$ cat src/rtl/irq_ctl_pkg.sv
`timescale 1ns/1ps
package irq_ctl_pkg;
   typedef enum logic [1:0] {
      SEL_FLAG_A = 2'd0,
      SEL_FLAG_B = 2'd1,
      SEL_MASK_A = 2'd2,
      SEL_MASK_B = 2'd3
   } reg_sel_e;

   // bit positions inside register A
   localparam int BIT_TMR  = 0;
   localparam int BIT_PCHG = 1;
   localparam int BIT_EXT0 = 2;
   localparam int BIT_EXT1 = 3;
   // bit position inside register B
   localparam int BIT_CMP  = 0;
endpackage

$ cat src/rtl/irq_ext_pin.sv
`timescale 1ns/1ps
// Glitch filter and edge detector for one external request pin.
module irq_ext_pin #(
   parameter int   FILT_CYC = 4,
   parameter logic RISE     = 1'b1
) (
   input  logic clk,
   input  logic rst_n,
   input  logic pin,
   output logic hit
);
   localparam int CW = (FILT_CYC > 1) ? $clog2(FILT_CYC + 1) : 1;

   logic raw_q;
   logic lvl;
   logic lvl_d;

   always_ff @(posedge clk or negedge rst_n) begin
      if (!rst_n) raw_q <= 1'b0;
      else        raw_q <= pin;
   end

   generate
      if (FILT_CYC <= 1) begin : g_nofilt
         assign lvl = raw_q;
      end else begin : g_filt
         logic [CW-1:0] cnt;
         logic          lvl_q;
         always_ff @(posedge clk or negedge rst_n) begin
            if (!rst_n) begin
               cnt   <= '0;
               lvl_q <= 1'b0;
            end else if (raw_q == lvl_q) begin
               cnt <= '0;
            end else if (cnt == CW'(FILT_CYC - 1)) begin
               lvl_q <= raw_q;
               cnt   <= '0;
            end else begin
               cnt <= cnt + 1'b1;
            end
         end
         assign lvl = lvl_q;
      end
   endgenerate

   always_ff @(posedge clk or negedge rst_n) begin
      if (!rst_n) lvl_d <= 1'b0;
      else        lvl_d <= lvl;
   end

   generate
      if (RISE) begin : g_rise
         assign hit = lvl & ~lvl_d;
      end else begin : g_fall
         assign hit = ~lvl & lvl_d;
      end
   endgenerate
endmodule

$ cat src/rtl/irq_port_watch.sv
`timescale 1ns/1ps
// Compares the live port against the value captured at the last port read.
module irq_port_watch #(
   parameter int PORT_W = 8
) (
   input  logic              clk,
   input  logic              rst_n,
   input  logic [PORT_W-1:0] port_in,
   input  logic              port_rd,
   output logic              changed
);
   logic [PORT_W-1:0] ref_q;

   always_ff @(posedge clk or negedge rst_n) begin
      if (!rst_n)       ref_q <= '0;
      else if (port_rd) ref_q <= port_in;
   end

   assign changed = |(port_in ^ ref_q);
endmodule

$ cat src/rtl/irq_cmp_watch.sv
`timescale 1ns/1ps
// Registers the comparator output and flags either transition.
module irq_cmp_watch (
   input  logic clk,
   input  logic rst_n,
   input  logic cmp_in,
   output logic toggled
);
   logic cmp_q;
   logic cmp_d;

   always_ff @(posedge clk or negedge rst_n) begin
      if (!rst_n) begin
         cmp_q <= 1'b0;
         cmp_d <= 1'b0;
      end else begin
         cmp_q <= cmp_in;
         cmp_d <= cmp_q;
      end
   end

   assign toggled = cmp_q ^ cmp_d;
endmodule

$ cat src/rtl/irq_ctl.sv
`timescale 1ns/1ps
module irq_ctl
   import irq_ctl_pkg::*;
#(
   parameter int         DATA_W   = 8,
   parameter int         PORT_W   = 8,
   parameter int         PC_W     = 10,
   parameter int         VEC_ADDR = 8,
   parameter int         FILT_CYC = 4,
   parameter logic [1:0] EXT_RISE = 2'b01
) (
   input  logic              clk,
   input  logic              rst_n,
   input  logic              tmr_ovf,
   input  logic [PORT_W-1:0] port_in,
   input  logic              port_rd,
   input  logic [1:0]        ext_pin,
   input  logic              cmp_in,
   input  logic [1:0]        reg_sel,
   input  logic              reg_wr,
   input  logic [DATA_W-1:0] reg_wdata,
   output logic [DATA_W-1:0] reg_rdata,
   input  logic              en_stb,
   input  logic              dis_stb,
   input  logic              reti_stb,
   input  logic              sleep_i,
   output logic              int_en,
   output logic              vec_go,
   output logic [PC_W-1:0]   vec_addr,
   output logic              wake
);
   localparam int NUM_EXT = 2;

   generate
      if (DATA_W < 4) begin : g_bad_data
         $error("irq_ctl: DATA_W must be at least 4");
      end
      if (PORT_W < 1) begin : g_bad_port
         $error("irq_ctl: PORT_W must be at least 1");
      end
      if (VEC_ADDR >= (1 << PC_W)) begin : g_bad_vec
         $error("irq_ctl: VEC_ADDR does not fit in PC_W");
      end
      if (FILT_CYC < 0) begin : g_bad_filt
         $error("irq_ctl: FILT_CYC must not be negative");
      end
   endgenerate

   logic [NUM_EXT-1:0] ext_hit;
   logic               port_chg;
   logic               cmp_chg;

   for (genvar g = 0; g < NUM_EXT; g++) begin : g_ext
      irq_ext_pin #(
         .FILT_CYC (FILT_CYC),
         .RISE     (EXT_RISE[g])
      ) u_pin (
         .clk   (clk),
         .rst_n (rst_n),
         .pin   (ext_pin[g]),
         .hit   (ext_hit[g])
      );
   end

   irq_port_watch #(.PORT_W(PORT_W)) u_port (
      .clk     (clk),
      .rst_n   (rst_n),
      .port_in (port_in),
      .port_rd (port_rd),
      .changed (port_chg)
   );

   irq_cmp_watch u_cmp (
      .clk     (clk),
      .rst_n   (rst_n),
      .cmp_in  (cmp_in),
      .toggled (cmp_chg)
   );

   // request vectors aligned with the register bit map
   logic [DATA_W-1:0] set_a;
   logic [DATA_W-1:0] set_b;

   always_comb begin
      set_a           = '0;
      set_a[BIT_TMR]  = tmr_ovf;
      set_a[BIT_PCHG] = port_chg;
      set_a[BIT_EXT0] = ext_hit[0];
      set_a[BIT_EXT1] = ext_hit[1];
      set_b           = '0;
      set_b[BIT_CMP]  = cmp_chg;
   end

   logic [DATA_W-1:0] flag_a, flag_b, mask_a, mask_b;
   logic              wr_fa, wr_fb, wr_ma, wr_mb;

   assign wr_fa = reg_wr && (reg_sel == SEL_FLAG_A);
   assign wr_fb = reg_wr && (reg_sel == SEL_FLAG_B);
   assign wr_ma = reg_wr && (reg_sel == SEL_MASK_A);
   assign wr_mb = reg_wr && (reg_sel == SEL_MASK_B);

   always_ff @(posedge clk or negedge rst_n) begin
      if (!rst_n) begin
         flag_a <= '0;
         flag_b <= '0;
         mask_a <= '0;
         mask_b <= '0;
      end else begin
         flag_a <= wr_fa ? reg_wdata : (flag_a | (set_a & mask_a));
         flag_b <= wr_fb ? reg_wdata : (flag_b | (set_b & mask_b));
         if (wr_ma) mask_a <= reg_wdata;
         if (wr_mb) mask_b <= reg_wdata;
      end
   end

   logic [DATA_W-1:0] live_a, live_b;
   logic              pending;
   logic              take;
   logic              gie_q;
   logic              go_q;

   assign live_a  = flag_a & mask_a;
   assign live_b  = flag_b & mask_b;
   assign pending = (|live_a) | (|live_b);
   assign take    = gie_q & pending;

   always_ff @(posedge clk or negedge rst_n) begin
      if (!rst_n) begin
         gie_q <= 1'b0;
         go_q  <= 1'b0;
      end else begin
         go_q <= take;
         if (dis_stb || take)        gie_q <= 1'b0;
         else if (en_stb || reti_stb) gie_q <= 1'b1;
      end
   end

   always_comb begin
      unique case (reg_sel)
         SEL_FLAG_A: reg_rdata = live_a;
         SEL_FLAG_B: reg_rdata = live_b;
         SEL_MASK_A: reg_rdata = mask_a;
         default:    reg_rdata = mask_b;
      endcase
   end

   assign int_en   = gie_q;
   assign vec_go   = go_q;
   assign vec_addr = PC_W'(VEC_ADDR);
   assign wake     = sleep_i & live_a[BIT_PCHG];
endmodule

$ cat config.mk
export PLATFORM = sky130hd
export DESIGN_NAME = irq_ctl
export DESIGN_NICKNAME = d
export VERILOG_FILES = /design/src/rtl/irq_ctl_pkg.sv /design/src/rtl/irq_ext_pin.sv /design/src/rtl/irq_port_watch.sv /design/src/rtl/irq_cmp_watch.sv /design/src/rtl/irq_ctl.sv
export SDC_FILE = /design/constraint.sdc
export NUM_CORES = 1
export LEC_CHECK = 0
export ABC_AREA = 1
export BUFFER_PORTS_ARGS = -buffer_cell sky130_fd_sc_hd__buf_2
export CAP_MARGIN = 20
export CORE_UTILIZATION = 35
export DETAILED_ROUTE_END_ITERATION = 12
export HOLD_SLACK_MARGIN = 0.06
export PLACE_DENSITY_LB_ADDON = 0.3
export SLEW_MARGIN = 20
export SYNTH_ARGS = -nofsm -noshare
export SYNTH_HDL_FRONTEND = slang
export SYNTH_SLANG_ARGS = --single-unit
$ cat constraint.sdc
create_clock -name clk -period 3.05 [get_ports clk]
set_clock_uncertainty 0.15 [all_clocks]
set_input_delay 0.305 -clock clk [delete_from_list [all_inputs] [get_ports clk]]
set_output_delay 0.305 -clock clk [all_outputs]
set_load 0.005 [all_outputs]
==> flow_summary.json, run 1 <==
{
  "status": "completed",
  "cp_cell_sequence": "buf_2 > nor2_2 > nand3_1 > o2111ai_1 > buf_2",
  "cts.sinks": 56,
  "synth_common_cells": "nand2_1, dfrtp_1, inv_1",
  "detail-route-antenna-nets": 0,
  "path_common_cell": "buf_2",
  "synth_area_leaders": "dfrtp_1, nand2_1, o21ai_2, inv_1, buf_4",
  "antenna_cells": 0,
  "synth_area_leader_cell": "dfrtp_1",
  "hp-class": "in2reg",
  "synth_most_common_cell": "nand2_1",
  "fin_crit_sh": 0.5408,
  "numCtsBuffers": 5,
  "chipHeight_um": 89.75,
  "max_freq_mhz": 606.3,
  "rsz0062_at_grt": "false",
  "fin_area_um2": 3080,
  "grt_overflow": 0,
  "placed_area_um2": 2944,
  "grt_pass1_vias": 1942,
  "place_congestion": 0.8073,
  "antenna_found_initial": 0,
  "routed_wirelength_um": 5266,
  "dp.cells": 432,
  "dieArea_um2": 8055,
  "nets": 376,
  "post-route-util": 0.4202,
  "clk_path_buf_depth": 2,
  "ys_ff_latch": 56,
  "start_kind": "input port",
  "syn_inst": 298,
  "yosys.area.top_type_share": 0.5200,
  "vias": 2003,
  "synth_cell_types": 32,
  "async_flop_share": 1.000,
  "fin_tns_setup_ps": 0,
  "path_buf_inv": 2,
  "endpoint_kind": "primary output",
  "timing.hold.ws_ps": 71.96,
  "crit_slowest_cell": "nor2_2",
  "root_buffer": "clkbuf_8",
  "portBuffers": 40,
  "drt-pass1-iter-count": 4,
  "crit_required_ps": 2590,
  "flow.area_growth_from_synthesis_pct": 14.30,
  "grt_pass1_wl_um": 9080,
  "coreArea_um2": 7331,
  "cp_max_fo": 6,
  "cts_tree": "yes",
  "period_minus_slack_ps": 1649,
  "routedWlPerCell_um": 11.89,
  "via_per_inst": 4.521,
  "synth-main-ff-cell": "dfrtp_1",
  "yosysWarnings": 0,
  "drc": 0,
  "max_cap_viol_count": 0,
  "synth-edff-count": 0,
  "p_leak_nw": 1.545,
  "fillers": 756,
  "crit_type": "in2out",
  "first_iter_violations": 95,
  "ir_drop_mv": 0.2941,
  "synth_area_um2": 2695,
  "crit_arrival_ps": 1190,
  "clock_latency_ps": 290,
  "grt_max_degree": 23,
  "grt_usage": 0.1408,
  "rows": 31,
  "dpl.hpwl_um": 3949,
  "clk_pin_slew_worst_paths_ps": 100,
  "power_density_nw_per_um2": 576.2,
  "critPathTopFamily": "simple AND/OR/NAND/NOR gates",
  "ys_seq_area_frac": 0.5200,
  "die_w_um": 89.75,
  "slew_viol_final": 0,
  "slowest_delay_ps": 320,
  "finalSetupViolCount": 0,
  "cts_setup_buffers": 0,
  "avgSynthCellArea_um2": 9.044,
  "io_pins": 51,
  "cts_max_level": 2,
  "cts-resized-gates": 0,
  "fin_cells": 443,
  "hold_viol": 0,
  "start_util": 0.3676,
  "layout-drive-gt1-share": 0.2442
}
## kinds of logic (layout without fill, tap and decap cells)
group / Yosys count / after routing / synth area share
and+or+nand+nor: 131 / 131 / 0.2136
DFF: 56 / 56 / 0.5200
AOI/OAI and AO/OA: 51 / 51 / 0.1291
buffers and inverters: 46 / 84 / 0.08821
xor gates and xnor gates: 5 / 5 / 0.01625
muxes: 5 / 5 / 0.02089
adders and majority gates: 2 / 2 / 0.009284
other: 2 / 10 / 0.002787
## cell usage in the layout, fill, tap and decap left out, types with 5 or more instances in the layout
cell type / n
o21ai_1: 15
nand3_1: 6
nand2_1: 91
o2111ai_1: 5
o21ai_0: 8
o21ai_2: 14
clkbuf_8: 7
mux2_2: 5
o211ai_1: 6
dfrtp_1: 56
xnor2_1: 5
nor2_1: 14
inv_1: 27
conb_1: 10
buf_2: 40
## power by group
group / internal (W) / switching, W / total (W)
combinational: 0.000173 / 0.000200 / 0.000372
clock: 0.000203 / 0.000224 / 0.000427
sequential: 0.000880 / 0.0000953 / 0.000976
total: 0.00126 / 0.000519 / 0.00177
## cell type report
| cell class | instances | area, um2 | share of cell area |
|---|---|---|---|
| tap | 99 | 123.9 | 0.04021 |
| timing repair buffer | 46 | 255.2 | 0.08286 |
| inverter | 31 | 117.6 | 0.03818 |
| sequential | 56 | 1401 | 0.4549 |
| multi-input combinational | 204 | 1086 | 0.3526 |
| clock buffer | 7 | 96.34 | 0.03128 |
## per-layer routing
layer,track usage,part of all wire
met4,0.04098,0.011
met2,0.2423,0.49
met1,0.1723,0.45
met3,0.03807,0.057
met5,0,0
## tightest hold or removal path, stage by stage
cell	delay, ps
buf_2	70
or2_2	90
nor2_1	30
## stage by stage
stage | setup WS, ps | power (W)
6_report | 1401 | 0.001775
4_1_cts | 1393 | 0.001796
3_5_place_dp | 1397 | 0.001368
5_1_grt | 1337 | 0.001905
3_3_place_gp | 1426 | 0.001358
2_1_floorplan | 1827 | 0.001244
## worst paths after layout
check                                  from              endpoint  slack [ps]  cells after the start
max in group asynchronous             rst_n             flag_b[3]        1890                      3
worst min-delay path                dis_stb                int_en          70                      3
worst min register to register  u_cmp.cmp_q           u_cmp.cmp_d         260                      0
min in group asynchronous             rst_n  g_ext[0].u_pin.raw_q         270                      2
worst max register to register    mask_a[1]                int_en        1740                      5
worst max-delay path             reg_sel[0]          reg_rdata[5]        1400                      5
## flip-flops by register name, indices dropped and copies added (netlist names)
name / flops
flag_a: 8
flag_b: 8
g_ext.u_pin.g_filt.cnt: 6
g_ext.u_pin.g_filt.lvl_q: 2
g_ext.u_pin.lvl_d: 2
g_ext.u_pin.raw_q: 2
int_en: 1
mask_a: 8
mask_b: 8
u_cmp.cmp_d: 1
u_cmp.cmp_q: 1
u_port.ref_q: 8
vec_go: 1
## repair_timing
action	4_1_cts	5_1_grt
hold buffers	4	0
endpoints found under the hold margin	15	0
endpoints found under the setup margin	0	0
Note: power is estimated with default switching activity, not from simulation.
==> run 2, diff against run 1 <==
clock period = 1.4 ns   (was 3.05 ns; I/O delays follow)
==> run 2 against run 1 <==
  * The flow now finishes with violations (setup timing)
  * First-iteration DRC count rose by 24%
  * Sequential share of layout area is 5.1 points lower
  * Clock power rose by 150%
  * Die area is the same
  * Final area rose by 13%
  * Utilization up 5.4 points
  * Flip-flop and latch count is the same
  * Non-clock buffer count rose by 32
  * Critical path depth decreased by 2
  * Final cell count up 7.4%
  * Largest cell class unchanged
==> flow_summary.json, run 2 (synthesis gave the netlist of run 1 again) <==
{
  "status": "finished, violations left",
  "failed_checks": "setup timing",
  "grt_max_degree": 57,
  "period_minus_slack_ps": 1499,
  "path_common_cell": "o211ai_1",
  "layout_common_cells": "nand2_1, dfrtp_1, buf_2",
  "dieArea_um2": 8055,
  "routedWlPerCell_um": 12.14,
  "clk_pin_slew_worst_paths_ps": 100,
  "hold_viol": 0,
  "fin_crit_sh": 1.071,
  "ir_drop_mv": 0.5551,
  "chipHeight_um": 89.75,
  "hp-class": "in2reg",
  "max_cap_viol_count": 0,
  "crit_slowest_cell": "dfrtp_1",
  "finalSetupViolCount": 4,
  "first_iter_violations": 118,
  "numCtsBuffers": 5,
  "root_buffer": "clkbuf_8",
  "grt_usage": 0.1523,
  "final_common_cell": "nand2_1",
  "vias": 2180,
  "drc": 0,
  "crit_type": "reg2out",
  "die_w_um": 89.75,
  "cp_max_fo": 2,
  "cp_cell_sequence": "o211ai_1 > o211ai_1 > buf_2",
  "crit_required_ps": 1110,
  "rows": 31,
  "endpoint_kind": "primary output",
  "flow.area_growth_from_synthesis_pct": 29.11,
  "grt_pass1_wl_um": 9901,
  "routed_wirelength_um": 5780,
  "path_buf_inv": 1,
  "cts.sinks": 56,
  "rsz0062_at_grt": "true",
  "drt-pass1-iter-count": 4,
  "place_congestion": 0.8297,
  "cts_tree": "yes",
  "start_kind": "flop",
  "start_util": 0.3676,
  "max_freq_mhz": 667.2,
  "placed_area_um2": 2957,
  "antenna_cells": 0,
  "grt_overflow": 0,
  "crit_arrival_ps": 1210,
  "layout-drive-gt1-share": 0.3156,
  "grt_pass1_vias": 2126,
  "fin_area_um2": 3480,
  "timing.hold.ws_ps": 68.32,
  "nets": 408,
  "worst_slack_ps": -98.91,
  "clk_path_buf_depth": 2,
  "via_per_inst": 4.580,
  "io_pins": 51,
  "antenna_found_initial": 0,
  "post-route-util": 0.4747,
  "slowest_delay_ps": 410,
  "p_leak_nw": 1.722,
  "critPathTopFamily": "flip-flops",
  "slew_viol_final": 0,
  "cts_max_level": 2,
  "portBuffers": 40,
  "clock_latency_ps": 300,
  "power_density_nw_per_um2": 1215,
  "dpl.hpwl_um": 4016,
  "coreArea_um2": 7331,
  "detail-route-antenna-nets": 0
}
-- run 2: changes by cell type in the layout (fill, tap and decap cells not counted), moves of 4 or more --
cell,delta
o2111ai_1,-5
dlygate4sd3_1,+19
nand3_2,+4
nand3_1,-4
o2111ai_2,+5
nand2_1,-10
buf_4,+11
nand2_2,+10
-- run 2: worst paths after layout --
check,cells past startpoint,startpoint,end,slack [ps]
hold reg to reg,0,u_cmp.cmp_q,u_cmp.cmp_d,260
min in group asynchronous,3,rst_n,g_ext[0].u_pin.raw_q,190
setup reg to reg,6,flag_a[3],int_en,90
max in group asynchronous,3,rst_n,mask_a[5],630
setup / recovery,3,flag_a[4],reg_rdata[4],-100
hold / removal,4,en_stb,int_en,70
-- run 2: worst min-delay path, stage by stage --
cell and delay [ps]:
buf_2 90, nor3_1 100, or2_2 120, nor2_1 30
-- run 2: area by class of cell --
cell class | count | area, um2
clock buffer | 6 | 72.57
clock inverter | 2 | 35.03
fill | 696 | 3851
inverter | 31 | 117.6
multi-input combinational | 204 | 1167
sequential | 56 | 1404
tap | 99 | 123.9
timing repair buffer | 78 | 559.3
-- run 2: metal layers --
| layer | wire length [um] | GRT usage | up-vias |
|---|---|---|---|
| li1 | - | - | 1093 |
| met1 | 2635 | 0.1957 | 1030 |
| met2 | 2899 | 0.2628 | 53 |
| met3 | 205 | 0.03046 | 4 |
| met4 | 38 | 0.03689 | 0 |
| met5 | 0 | 0 | - |
-- run 2: metrics by stage --
stage / power [W] / instances / TNS (ps) / worst slack [ps]
2_1_floorplan: 0.002711 / 306 / 0 / 176.9
3_3_place_gp: 0.002973 / 432 / 0 / 72.54
3_5_place_dp: 0.003013 / 432 / 0 / 43.20
4_1_cts: 0.004205 / 472 / -340.9 / -116.2
5_1_grt: 0.004484 / 476 / -728.9 / -126.3
6_report: 0.004228 / 476 / -222.2 / -98.91
-- run 2: what timing repair did --
item | CTS | global route
endpoints found under the hold margin | 99 | 0
setup buffers | 9 | 4
gates resized for setup | 9 | 14
pin swaps | 9 | 8
endpoints found under the setup margin | 8 | 11
hold buffers | 23 | 0
-- run 2: power breakdown --
| part | internal, W | switching (W) |
|---|---|---|
| Clock | 0.000532 | 0.000527 |
| Sequential | 0.00192 | 0.000234 |
| Combinational | 0.000514 | 0.000500 |
| Total | 0.00297 | 0.00126 |
